### src/rtl/dbgm_pkg.sv
package dbgm_pkg;

    typedef enum logic [3:0] {
        OP_BACKGROUND = 4'd0,
        OP_GO         = 4'd1,
        OP_TRACE1     = 4'd2,
        OP_REG_RD     = 4'd3,
        OP_REG_WR     = 4'd4,
        OP_MEM_RD     = 4'd5,
        OP_MEM_WR     = 4'd6,
        OP_STAT_RD    = 4'd7,
        OP_STAT_WR    = 4'd8,
        OP_BP_SET     = 4'd9
    } dbg_op_e;

    typedef enum logic [2:0] {
        RS_RESET, RS_RUN, RS_SLEEP, RS_HALT, RS_STEP
    } run_state_e;

    typedef enum logic [2:0] {
        CS_IDLE, CS_ACCESS, CS_STEP, CS_DONE, CS_REJECT
    } cmd_state_e;

    typedef enum logic [1:0] {
        CL_HALTED, CL_ANYTIME, CL_BAD
    } op_class_e;

    localparam int OP_W     = 4;
    localparam int STAT_W   = 4;
    localparam int STAT_EN  = 0;
    localparam int STAT_BG  = 1;
    localparam int STAT_BP  = 2;
    localparam int STAT_ERR = 3;

    function automatic op_class_e op_class(input logic [OP_W-1:0] op);
        op_class_e c;
        case (op)
            OP_GO, OP_TRACE1, OP_REG_RD, OP_REG_WR:   c = CL_HALTED;
            OP_BACKGROUND, OP_MEM_RD, OP_MEM_WR,
            OP_STAT_RD, OP_STAT_WR, OP_BP_SET:        c = CL_ANYTIME;
            default:                                  c = CL_BAD;
        endcase
        return c;
    endfunction

    function automatic logic op_uses_datapath(input logic [OP_W-1:0] op);
        return (op == OP_REG_RD) || (op == OP_REG_WR) ||
               (op == OP_MEM_RD) || (op == OP_MEM_WR);
    endfunction

endpackage

### src/rtl/dbgm_brkpt.sv
module dbgm_brkpt #(
    parameter int ADDR_W = 16
) (
    input  logic              clk,
    input  logic              rst_n,
    input  logic              load_i,
    input  logic [ADDR_W-1:0] load_addr_i,
    input  logic              arm_i,
    input  logic              fetch_i,
    input  logic [ADDR_W-1:0] fetch_addr_i,
    output logic              hit_o
);
    logic [ADDR_W-1:0] bp_addr_q;
    logic [ADDR_W-1:0] bit_eq;

    always_ff @(posedge clk or negedge rst_n) begin
        if (!rst_n)      bp_addr_q <= '0;
        else if (load_i) bp_addr_q <= load_addr_i;
    end

    for (genvar b = 0; b < ADDR_W; b++) begin : g_cmp
        assign bit_eq[b] = ~(bp_addr_q[b] ^ fetch_addr_i[b]);
    end

    assign hit_o = arm_i && fetch_i && (&bit_eq);
endmodule

### src/rtl/dbgm_run_fsm.sv
module dbgm_run_fsm
    import dbgm_pkg::*;
(
    input  logic       clk,
    input  logic       rst_n,
    input  logic       strap_pin_i,
    input  logic       lp_i,
    input  logic       step_done_i,
    input  logic       bp_hit_i,
    input  logic       bg_req_i,
    input  logic       go_req_i,
    input  logic       trace_req_i,
    output logic       cpu_halt_o,
    output logic       cpu_step_o,
    output logic       cpu_wake_o,
    output logic       in_bg_o,
    output logic       strap_take_o,
    output logic       step_end_o,
    output logic       link_up_o
);
    run_state_e state_q, state_n;

    always_ff @(posedge clk or negedge rst_n) begin
        if (!rst_n) state_q <= RS_RESET;
        else        state_q <= state_n;
    end

    always_comb begin
        state_n = state_q;
        unique case (state_q)
            RS_RESET: state_n = strap_pin_i ? RS_RUN : RS_HALT;
            RS_RUN: begin
                if (bg_req_i || bp_hit_i) state_n = RS_HALT;
                else if (lp_i)            state_n = RS_SLEEP;
            end
            RS_SLEEP: begin
                if (bg_req_i)   state_n = RS_HALT;
                else if (!lp_i) state_n = RS_RUN;
            end
            RS_HALT: begin
                if (go_req_i && !bp_hit_i)         state_n = RS_RUN;
                else if (trace_req_i && !bp_hit_i) state_n = RS_STEP;
            end
            RS_STEP: begin
                if (step_done_i || bp_hit_i) state_n = RS_HALT;
            end
            default: state_n = RS_RESET;
        endcase
    end

    always_comb begin
        cpu_halt_o   = (state_q == RS_RESET) || (state_q == RS_HALT);
        cpu_step_o   = (state_q == RS_STEP);
        cpu_wake_o   = (state_q == RS_SLEEP) && bg_req_i;
        in_bg_o      = (state_q == RS_HALT);
        strap_take_o = (state_q == RS_RESET);
        step_end_o   = (state_q == RS_STEP) && (step_done_i || bp_hit_i);
        link_up_o    = (state_q != RS_RESET);
    end
endmodule

### src/rtl/dbgm_cmd_fsm.sv
module dbgm_cmd_fsm
    import dbgm_pkg::*;
(
    input  logic            clk,
    input  logic            rst_n,
    input  logic            valid_i,
    input  logic [OP_W-1:0] op_i,
    input  logic            link_up_i,
    input  logic            halted_i,
    input  logic            bp_hit_i,
    input  logic            acc_done_i,
    input  logic            step_end_i,
    output logic            ready_o,
    output logic            done_o,
    output logic            reject_o,
    output logic            acc_req_o,
    output logic            bg_req_o,
    output logic            go_req_o,
    output logic            trace_req_o,
    output logic            stat_wr_o,
    output logic            bp_set_o,
    output logic            err_set_o
);
    cmd_state_e state_q, state_n;
    op_class_e  cls;
    logic       take, legal;

    assign cls   = op_class(op_i);
    assign take  = valid_i && ready_o;
    assign legal = (cls == CL_ANYTIME) || ((cls == CL_HALTED) && halted_i);

    assign bg_req_o    = take && (op_i == OP_BACKGROUND);
    assign go_req_o    = take && legal && (op_i == OP_GO);
    assign trace_req_o = take && legal && (op_i == OP_TRACE1);
    assign stat_wr_o   = take && (op_i == OP_STAT_WR);
    assign bp_set_o    = take && (op_i == OP_BP_SET);
    assign err_set_o   = take && !legal;

    always_ff @(posedge clk or negedge rst_n) begin
        if (!rst_n) state_q <= CS_IDLE;
        else        state_q <= state_n;
    end

    always_comb begin
        state_n = state_q;
        unique case (state_q)
            CS_IDLE: begin
                if (take) begin
                    if (!legal)                      state_n = CS_REJECT;
                    else if (op_uses_datapath(op_i)) state_n = CS_ACCESS;
                    else if (trace_req_o && !bp_hit_i) state_n = CS_STEP;
                    else                             state_n = CS_DONE;
                end
            end
            CS_ACCESS: if (acc_done_i) state_n = CS_DONE;
            CS_STEP:   if (step_end_i) state_n = CS_DONE;
            CS_DONE:   state_n = CS_IDLE;
            CS_REJECT: state_n = CS_IDLE;
            default:   state_n = CS_IDLE;
        endcase
    end

    always_comb begin
        ready_o   = (state_q == CS_IDLE) && link_up_i;
        done_o    = (state_q == CS_DONE);
        reject_o  = (state_q == CS_REJECT);
        acc_req_o = (state_q == CS_ACCESS);
    end
endmodule

### src/rtl/dbgm_ctrl.sv
module dbgm_ctrl
    import dbgm_pkg::*;
#(
    parameter int ADDR_W = 16
) (
    input  logic              clk,
    input  logic              rst_n,
    input  logic              dbg_pin_i,
    input  logic              cmd_valid_i,
    output logic              cmd_ready_o,
    input  logic [3:0]        cmd_op_i,
    input  logic [ADDR_W-1:0] cmd_data_i,
    output logic              cmd_done_o,
    output logic              cmd_reject_o,
    output logic              acc_req_o,
    input  logic              acc_done_i,
    output logic [3:0]        stat_o,
    output logic              cpu_halt_o,
    output logic              cpu_step_o,
    output logic              cpu_wake_o,
    input  logic              cpu_lp_i,
    input  logic              cpu_step_done_i,
    input  logic              cpu_fetch_i,
    input  logic [ADDR_W-1:0] cpu_fetch_addr_i,
    output logic              wdog_susp_o,
    output logic              osc_keep_o
);
    logic en_q, bpen_q, err_q;
    logic bp_hit, in_bg, strap_take, step_end, link_up;
    logic bg_req, go_req, trace_req, stat_wr, bp_set, err_set;

    dbgm_brkpt #(.ADDR_W(ADDR_W)) brkpt_i (
        .clk          (clk),
        .rst_n        (rst_n),
        .load_i       (bp_set),
        .load_addr_i  (cmd_data_i),
        .arm_i        (en_q && bpen_q),
        .fetch_i      (cpu_fetch_i),
        .fetch_addr_i (cpu_fetch_addr_i),
        .hit_o        (bp_hit)
    );

    dbgm_run_fsm run_i (
        .clk          (clk),
        .rst_n        (rst_n),
        .strap_pin_i  (dbg_pin_i),
        .lp_i         (cpu_lp_i),
        .step_done_i  (cpu_step_done_i),
        .bp_hit_i     (bp_hit),
        .bg_req_i     (bg_req),
        .go_req_i     (go_req),
        .trace_req_i  (trace_req),
        .cpu_halt_o   (cpu_halt_o),
        .cpu_step_o   (cpu_step_o),
        .cpu_wake_o   (cpu_wake_o),
        .in_bg_o      (in_bg),
        .strap_take_o (strap_take),
        .step_end_o   (step_end),
        .link_up_o    (link_up)
    );

    dbgm_cmd_fsm cmd_i (
        .clk         (clk),
        .rst_n       (rst_n),
        .valid_i     (cmd_valid_i),
        .op_i        (cmd_op_i),
        .link_up_i   (link_up),
        .halted_i    (in_bg),
        .bp_hit_i    (bp_hit),
        .acc_done_i  (acc_done_i),
        .step_end_i  (step_end),
        .ready_o     (cmd_ready_o),
        .done_o      (cmd_done_o),
        .reject_o    (cmd_reject_o),
        .acc_req_o   (acc_req_o),
        .bg_req_o    (bg_req),
        .go_req_o    (go_req),
        .trace_req_o (trace_req),
        .stat_wr_o   (stat_wr),
        .bp_set_o    (bp_set),
        .err_set_o   (err_set)
    );

    always_ff @(posedge clk or negedge rst_n) begin
        if (!rst_n) begin
            en_q   <= 1'b0;
            bpen_q <= 1'b0;
            err_q  <= 1'b0;
        end else begin
            if (strap_take) en_q <= ~dbg_pin_i;
            if (stat_wr) begin
                en_q   <= cmd_data_i[STAT_EN];
                bpen_q <= cmd_data_i[STAT_BP];
                if (cmd_data_i[STAT_ERR]) err_q <= 1'b0;
            end
            if (err_set) err_q <= 1'b1;
        end
    end

    always_comb begin
        stat_o           = '0;
        stat_o[STAT_EN]  = en_q;
        stat_o[STAT_BG]  = in_bg;
        stat_o[STAT_BP]  = bpen_q;
        stat_o[STAT_ERR] = err_q;
        wdog_susp_o      = in_bg;
        osc_keep_o       = en_q;
    end
endmodule

### config.mk
export PLATFORM = sky130hd
export DESIGN_NAME = dbgm_ctrl
export DESIGN_NICKNAME = d
export VERILOG_FILES = /design/src/rtl/dbgm_pkg.sv /design/src/rtl/dbgm_brkpt.sv /design/src/rtl/dbgm_run_fsm.sv /design/src/rtl/dbgm_cmd_fsm.sv /design/src/rtl/dbgm_ctrl.sv
export SDC_FILE = /design/constraint.sdc
export NUM_CORES = 1
export LEC_CHECK = 0
export CAP_MARGIN = 20
export CORE_MARGIN = 2
export CORE_UTILIZATION = 41
export DETAILED_ROUTE_END_ITERATION = 16
export PLACE_DENSITY = 0.84
export REMOVE_ABC_BUFFERS = 1
export SETUP_SLACK_MARGIN = 0.15
export SYNTH_ARGS = -nofsm -noshare
export SYNTH_HDL_FRONTEND = slang
export SYNTH_SLANG_ARGS = --single-unit
### constraint.sdc
create_clock -name clk -period 2.5 [get_ports clk]
set_input_delay 0.25 -clock clk [delete_from_list [all_inputs] [get_ports clk]]
set_output_delay 0.25 -clock clk [all_outputs]
set_load 0.01 [all_outputs]
Word-level counts from Yosys, hierarchy flattened:

Memories as Yosys holds them, arrays and structs flattened.
Index checks and enable logic that the tools add are counted.

* bits in registers: 25
* latch bits: 0
* RAM bits: 0
* bits in read-only memories: 32
* input bits: 44
* output and inout bits: 13
* logic and storage cells: 123
* memories kept: 1

* add/sub/neg operators: 0
* multiply operators: 0
* div/mod/pow operators: 0
* $lt $le $gt $ge: 0
* eq/ne operators: 24
* shift-type cells: 0
* multiplexer cells: 21
* bitwise logic cells: 33
* reduce and logical (&&, ||, !) cells: 38

Memory list
* (no name shown): words 16, bits a word 2, rd ports 1, clocked after Yosys merged registers in 0, write ports 0, line dbgm_pkg.sv:37 `case (op)`

Operator list (number)
* $mux W3: 12
* $logic_and A1 B1 Y1: 17
* $not A1 Y1: 17
* $reduce_and A16 Y1: 1
* $xor A1 B1 Y1: 16
* $pmux W3 S5: 1
* $eq A3 B2 Y1 const B: 4
* $eq A4 B3 Y1 const B: 3
* $pmux W3 S3: 1
* $eq A4 B2 Y1 const B: 2
* $eq A4 B4 Y1 const B: 2
* $ne A2 B1 Y1 const B: 4
* $logic_or A1 B1 Y1: 7
* $eq A3 B1 Y1 const B: 2
* $eq A3 B3 Y1 const B: 2
* $logic_not A3 Y1: 2
* $mux W1: 6
* $ne A3 B2 Y1 const B: 2
* $reduce_bool A2 Y1: 3
* $eq A4 B1 Y1 const B: 1
* $logic_not A4 Y1: 1
* $reduce_and A4 Y1: 1
* $ne A3 B3 Y1 const B: 1
* $reduce_and A3 Y1: 1
* other kinds (6): 7

Depth between registers and ports, before layout:

An unclocked memory read counts as a cell.

* depth after elaboration: 12
* gate-level depth with buffers: 7
* gate-level depth less buffers: 6

Hierarchy:

A second synthesis with hierarchy kept.

* cells, all modules: 145
* area total of the unflattened synthesis: 1562.7 µm²

Modules (own cells, without submodules)
* dbgm_brkpt: instances 1, cells an instance 56, area each 773.2 µm², seq. area each 400.4 µm²
* dbgm_cmd_fsm: instances 1, cells an instance 36, area each 325.3 µm², seq. area each 75.1 µm²
* dbgm_run_fsm: instances 1, cells an instance 38, area each 302.8 µm², seq. area each 75.1 µm²
* dbgm_ctrl: instances 1, cells an instance 15, area each 161.4 µm², seq. area each 75.1 µm²

Worst setup path after synthesis:

OpenSTA, ideal clock, no wires.

* path type: reg2reg
* start point: register cmd_i.state_q[0]
* end point: register brkpt_i.bp_addr_q[10]
* library setup time: 0.128 ns
* data arrival time: 1.877 ns
* data required time: 2.372 ns
* slack: 0.496 ns
* cell stages (with the launch flop): 8
* buffers on the path: 2
* clock period less this slack: 2.004 ns
* cell sequence: dfrtp_1 > buf_2 > nor3_1 > and4bb_2 > nand2_1 > nor3_4 > buf_4 > mux2_1

* cells in the longest elaborated chain, start to end: 4

RTL lines
* start: declaration: line dbgm_cmd_fsm.sv:24 `cmd_state_e state_q, state_n;`
* start signal: assignment: line dbgm_cmd_fsm.sv:41 `else state_q <= state_n;`
* $logic_not A3 Y1: line dbgm_cmd_fsm.sv:64 `ready_o = (state_q == CS_IDLE) && link_up_i;`
* $logic_and A1 B1 Y1: line dbgm_cmd_fsm.sv:64
* $logic_and A1 B1 Y1: line dbgm_cmd_fsm.sv:29 `assign take = valid_i && ready_o;`
* $logic_and A1 B1 Y1: line dbgm_cmd_fsm.sv:36 `assign bp_set_o = take && (op_i == OP_BP_SET);`
* end signal: assignment: line dbgm_brkpt.sv:18 `else if (load_i) bp_addr_q <= load_addr_i;`
* end: declaration: line dbgm_brkpt.sv:13 `logic [ADDR_W-1:0] bp_addr_q;`

No other way between the ends.
A chain may end at the register's enable or synchronous reset.

Final worst setup path:

* start point: input port cpu_fetch_addr_i[15]
* end point: register run_i.state_q[0]

* cells in the longest elaborated chain, start to end: 8
* elaborated cells between the ends (all ways): 16
* classes of those cells: eq/ne (3); mux (3); bitwise (2); reduce/logical (8)

RTL lines
* start: declaration: line dbgm_ctrl.sv:24 `input logic [ADDR_W-1:0] cpu_fetch_addr_i,`
* $xor A1 B1 Y1 *: line dbgm_brkpt.sv:22 `assign bit_eq[b] = ~(bp_addr_q[b] ^ fetch_addr_i[b]);`
* $not A1 Y1 *: line dbgm_brkpt.sv:22
* $reduce_and A16 Y1 *: line dbgm_brkpt.sv:25 `assign hit_o = arm_i && fetch_i && (&bit_eq);`
* $logic_and A1 B1 Y1 *: line dbgm_brkpt.sv:25
* $logic_not A1 Y1: line dbgm_run_fsm.sv:41, dbgm_run_fsm.sv:42
* $logic_and A1 B1 Y1 (on tied branches): line dbgm_run_fsm.sv:41, dbgm_run_fsm.sv:42
* $mux W3 / $ne A3 B3 Y1 (equally long branches)
* $pmux W3 S5 / $reduce_and A4 Y1 (equally long branches)
* end signal: assignment: line dbgm_run_fsm.sv:25 `else state_q <= state_n;`
* end: declaration: line dbgm_run_fsm.sv:21 `run_state_e state_q, state_n;`

Mark *: on every way between the ends. The rest lies on a longest branch, timed or not.

==> results.md <==
- DRT Pass-1 Iters: 4
- Share of layout cells above drive strength 1: 15.0%
- Vias in the first global route: 1294
- Static Leak: 0.921 nW
- Die Wd: 66.6 um
- Max Cap Viol: 0
- Synth unique cells: 46
- Worst setup path endpoint: run_i.state_q[0]
- Status: complete, no violations
- CP top delay family: simple AND/OR/NAND/NOR gates
- Antenna violations before repair: 0
- CTS sink count: 25
- Remaining DRCs: 0
- Ranking of synthesized cells by area: dfrtp_1 39%, xnor2_1 7.1%, mux2_1 7.0%, mux2_2 5.6%, nor2_1 2.6%
- CTS root buffer: clkbuf_8
- Most frequent cells after synthesis: 25 x dfrtp_1, 13 x xnor2_1, 11 x nor2_1
- Worst-case clock buffer depth: 2
- Core area: 3720 um^2
- Initial Util: 43.2%
- Syn_area_per_cell: 10.2 um^2
- Fin. Hold Viols: 0
- CTS Hold Buffers Added: 0
- FP Rows: 22
- I/O Buffers: 56
- Worst R2R Setup Slack: 330 ps
- DRT Wirelength: 3440 um
- First-pass GRT wire length: 5640 um
- Synth Warn #: 0
- Routed Antenna Nets: 0
- Synth top area share: 39.0%
- DP HPWL: 2740 um
- Worst path slowest cell: or4_4
- Die area: 4430 um^2
- Critical path peak fanout: 8
- Asr flop ratio synth: 100%
- CTS tree: built
- Setup-failing EPs final: 0
- Max Slew Vio Count: 0
- Cell Count, Final, Fillers Out: 262
- Io pins: 57
- Crit Reg-Reg Endpoint: run_i.state_q[0]
- Top FF cell, synth: dfrtp_1
- Clock buffer count from CTS: 3
- Clk_skew: 3.20 ps
- Chip height: 66.6 um
- Routed len/inst: 13.1 um
- Mapped Cells: 158
- Crit end category: register
- Slowest stage delay, CP: 570 ps
- Worst-Skew Late Latency: 270 ps
- Critical path origin: cpu_fetch_addr_i[15]
- CTS clk-pin slew, worst paths: 80 ps
- Rel. slew slack: 65.6%
- Total gr overflow: 0
- Final worst setup slack: 323 ps
- Number of flops mapped to enable cells by yosys: 0
- Reg-to-Reg Start: run_i.state_q[2]
- Fmax: 459 MHz
- Top-count cell post-synth: dfrtp_1
- Setup crit start kind: input pin
- Total negative setup slack: 0 ps
- Pwr/cell area: 784 nW/um^2
- Area leader, netlist: dfrtp_1
- Vias per Instance: 5.18
- Sequential cell area fraction in the yosys report: 39.0%
- Worst reg-to-reg path cell count: 7
- Post-Syn Area: 1610 um^2
- Vias: 1357
- Ant. Diodes: 0
- PnR Total Power: 0.00178 W
- H-Tree Depth: 1
- Crit path buf inv count: 1
- CP required: 2660 ps
- Pin count of the biggest net entering global routing: 26
- Post-synthesis register bit count: 25
- CP Class: in2reg
- Pre-CTS WS: 47.8 ps
- Period utilization: 87.1%
- Iteration-0 DRC Markers: 78
- Area Overhead vs Synth: 41.2%
- Final layout net count: 259
- RSZ-0062 raised after global routing: no
- CP arrival: 2340 ps
- Cell depth of the worst setup path: 7
- # placed instances: 257
- Tot GR Track Use: 16.4%
- Tmin final: 2180 ps
- Peak VDD IR: 0.000471 V
- Worst-margin pin slew: 504 ps
- HP Class: in2async
- CP cell instances: clkdlybuf4s50_1 -> xnor2_1 -> nand4_1 -> or4_4 -> nor4_4 -> nor2b_2 -> a2111oi_2
- GPL Wtd Cong: 0.839
[worst min-delay path by stage]
stage | to | startpoint
after CTS | run_i.state_q[1] | rst_n
after global routing | run_i.state_q[1] | rst_n
after global placement | err_q | err_q
final | run_i.state_q[1] | rst_n
after detailed placement | err_q | err_q
after floorplan | bpen_q | rst_n
[report_power, final]
| group | internal, W | total (W) | switching, W |
|---|---|---|---|
| clock | 0.000111 | 0.000230 | 0.000119 |
| sequential | 0.000552 | 0.000714 | 0.000162 |
| combinational | 0.000489 | 0.000833 | 0.000344 |
[per-layer routing]
metal	up-vias	share of wire, %	wire length [um]	global-route usage (%)
li1	678	-	-	-
met1	628	46	1590	21.9
met2	47	46	1580	26.5
met3	4	7.3	250	4.73
met4	0	0.70	24	3.57
met5	-	0	0	0
[timing repair]
item,4_1_cts,5_1_grt
pin swaps,1,0
buffers inserted,1,0
gates resized for setup,2,1
setup endpoints to repair,1,1
[cell type report]
type	instances	area, um^2
clock buffers	3	41.3
fillers	317	1450
repair buffers	63	616
multi-input cells	116	895
clock inverters	1	5.00
flip-flops and latches	25	628
well taps	48	60.1
inverters	6	22.5
[registers in the layout (all words and copies together) (netlist names)]
| name | cells |
|---|---|
| cmd_i.state_q | 3 |
| err_q | 1 |
| osc_keep_o | 1 |
| brkpt_i.bp_addr_q | 16 |
| bpen_q | 1 |
| run_i.state_q | 3 |
[stage by stage]
step / util [%] / hold slack (ps) / instance area [um^2]
after floorplan: - / -45.6 / 1540
after global placement: 59.4 / 462 / 2210
after detailed placement: 59.4 / 467 / 2210
after CTS: 60.9 / 347 / 2260
after global routing: 61.0 / 374 / 2270
final: 61.0 / 343 / 2270
[cell families after synthesis]
group | count (synthesis) | synth area share [%]
AO/OA/AOI/OAI | 26 | 11.8
XOR/XNOR | 17 | 9.27
buffers and inverters | 17 | 5.30
flip-flops | 25 | 39.0
multiplexers | 19 | 13.3
AND/OR/NAND/NOR | 54 | 21.4
[layout by cell type, fill, tap and decap left out, types with 2 or more instances in the layout]
cell,instances
a21o_1,2
buf_4,7
dfrtp_2,2
nor4b_1,2
a2111oi_0,2
a21oi_1,3
nand3b_1,2
nor2_1,11
inv_1,6
dfrtp_1,23
nor3b_1,4
clkbuf_8,3
o21ai_0,7
clkdlybuf4s50_1,55
mux2_2,8
nand4_1,5
nand2b_1,2
xor2_1,4
nor3_1,6
nand2_1,8
a211oi_1,2
nor2b_1,3
xnor2_1,13
mux2_1,10
Note: power is estimated with default switching activity, not from simulation.
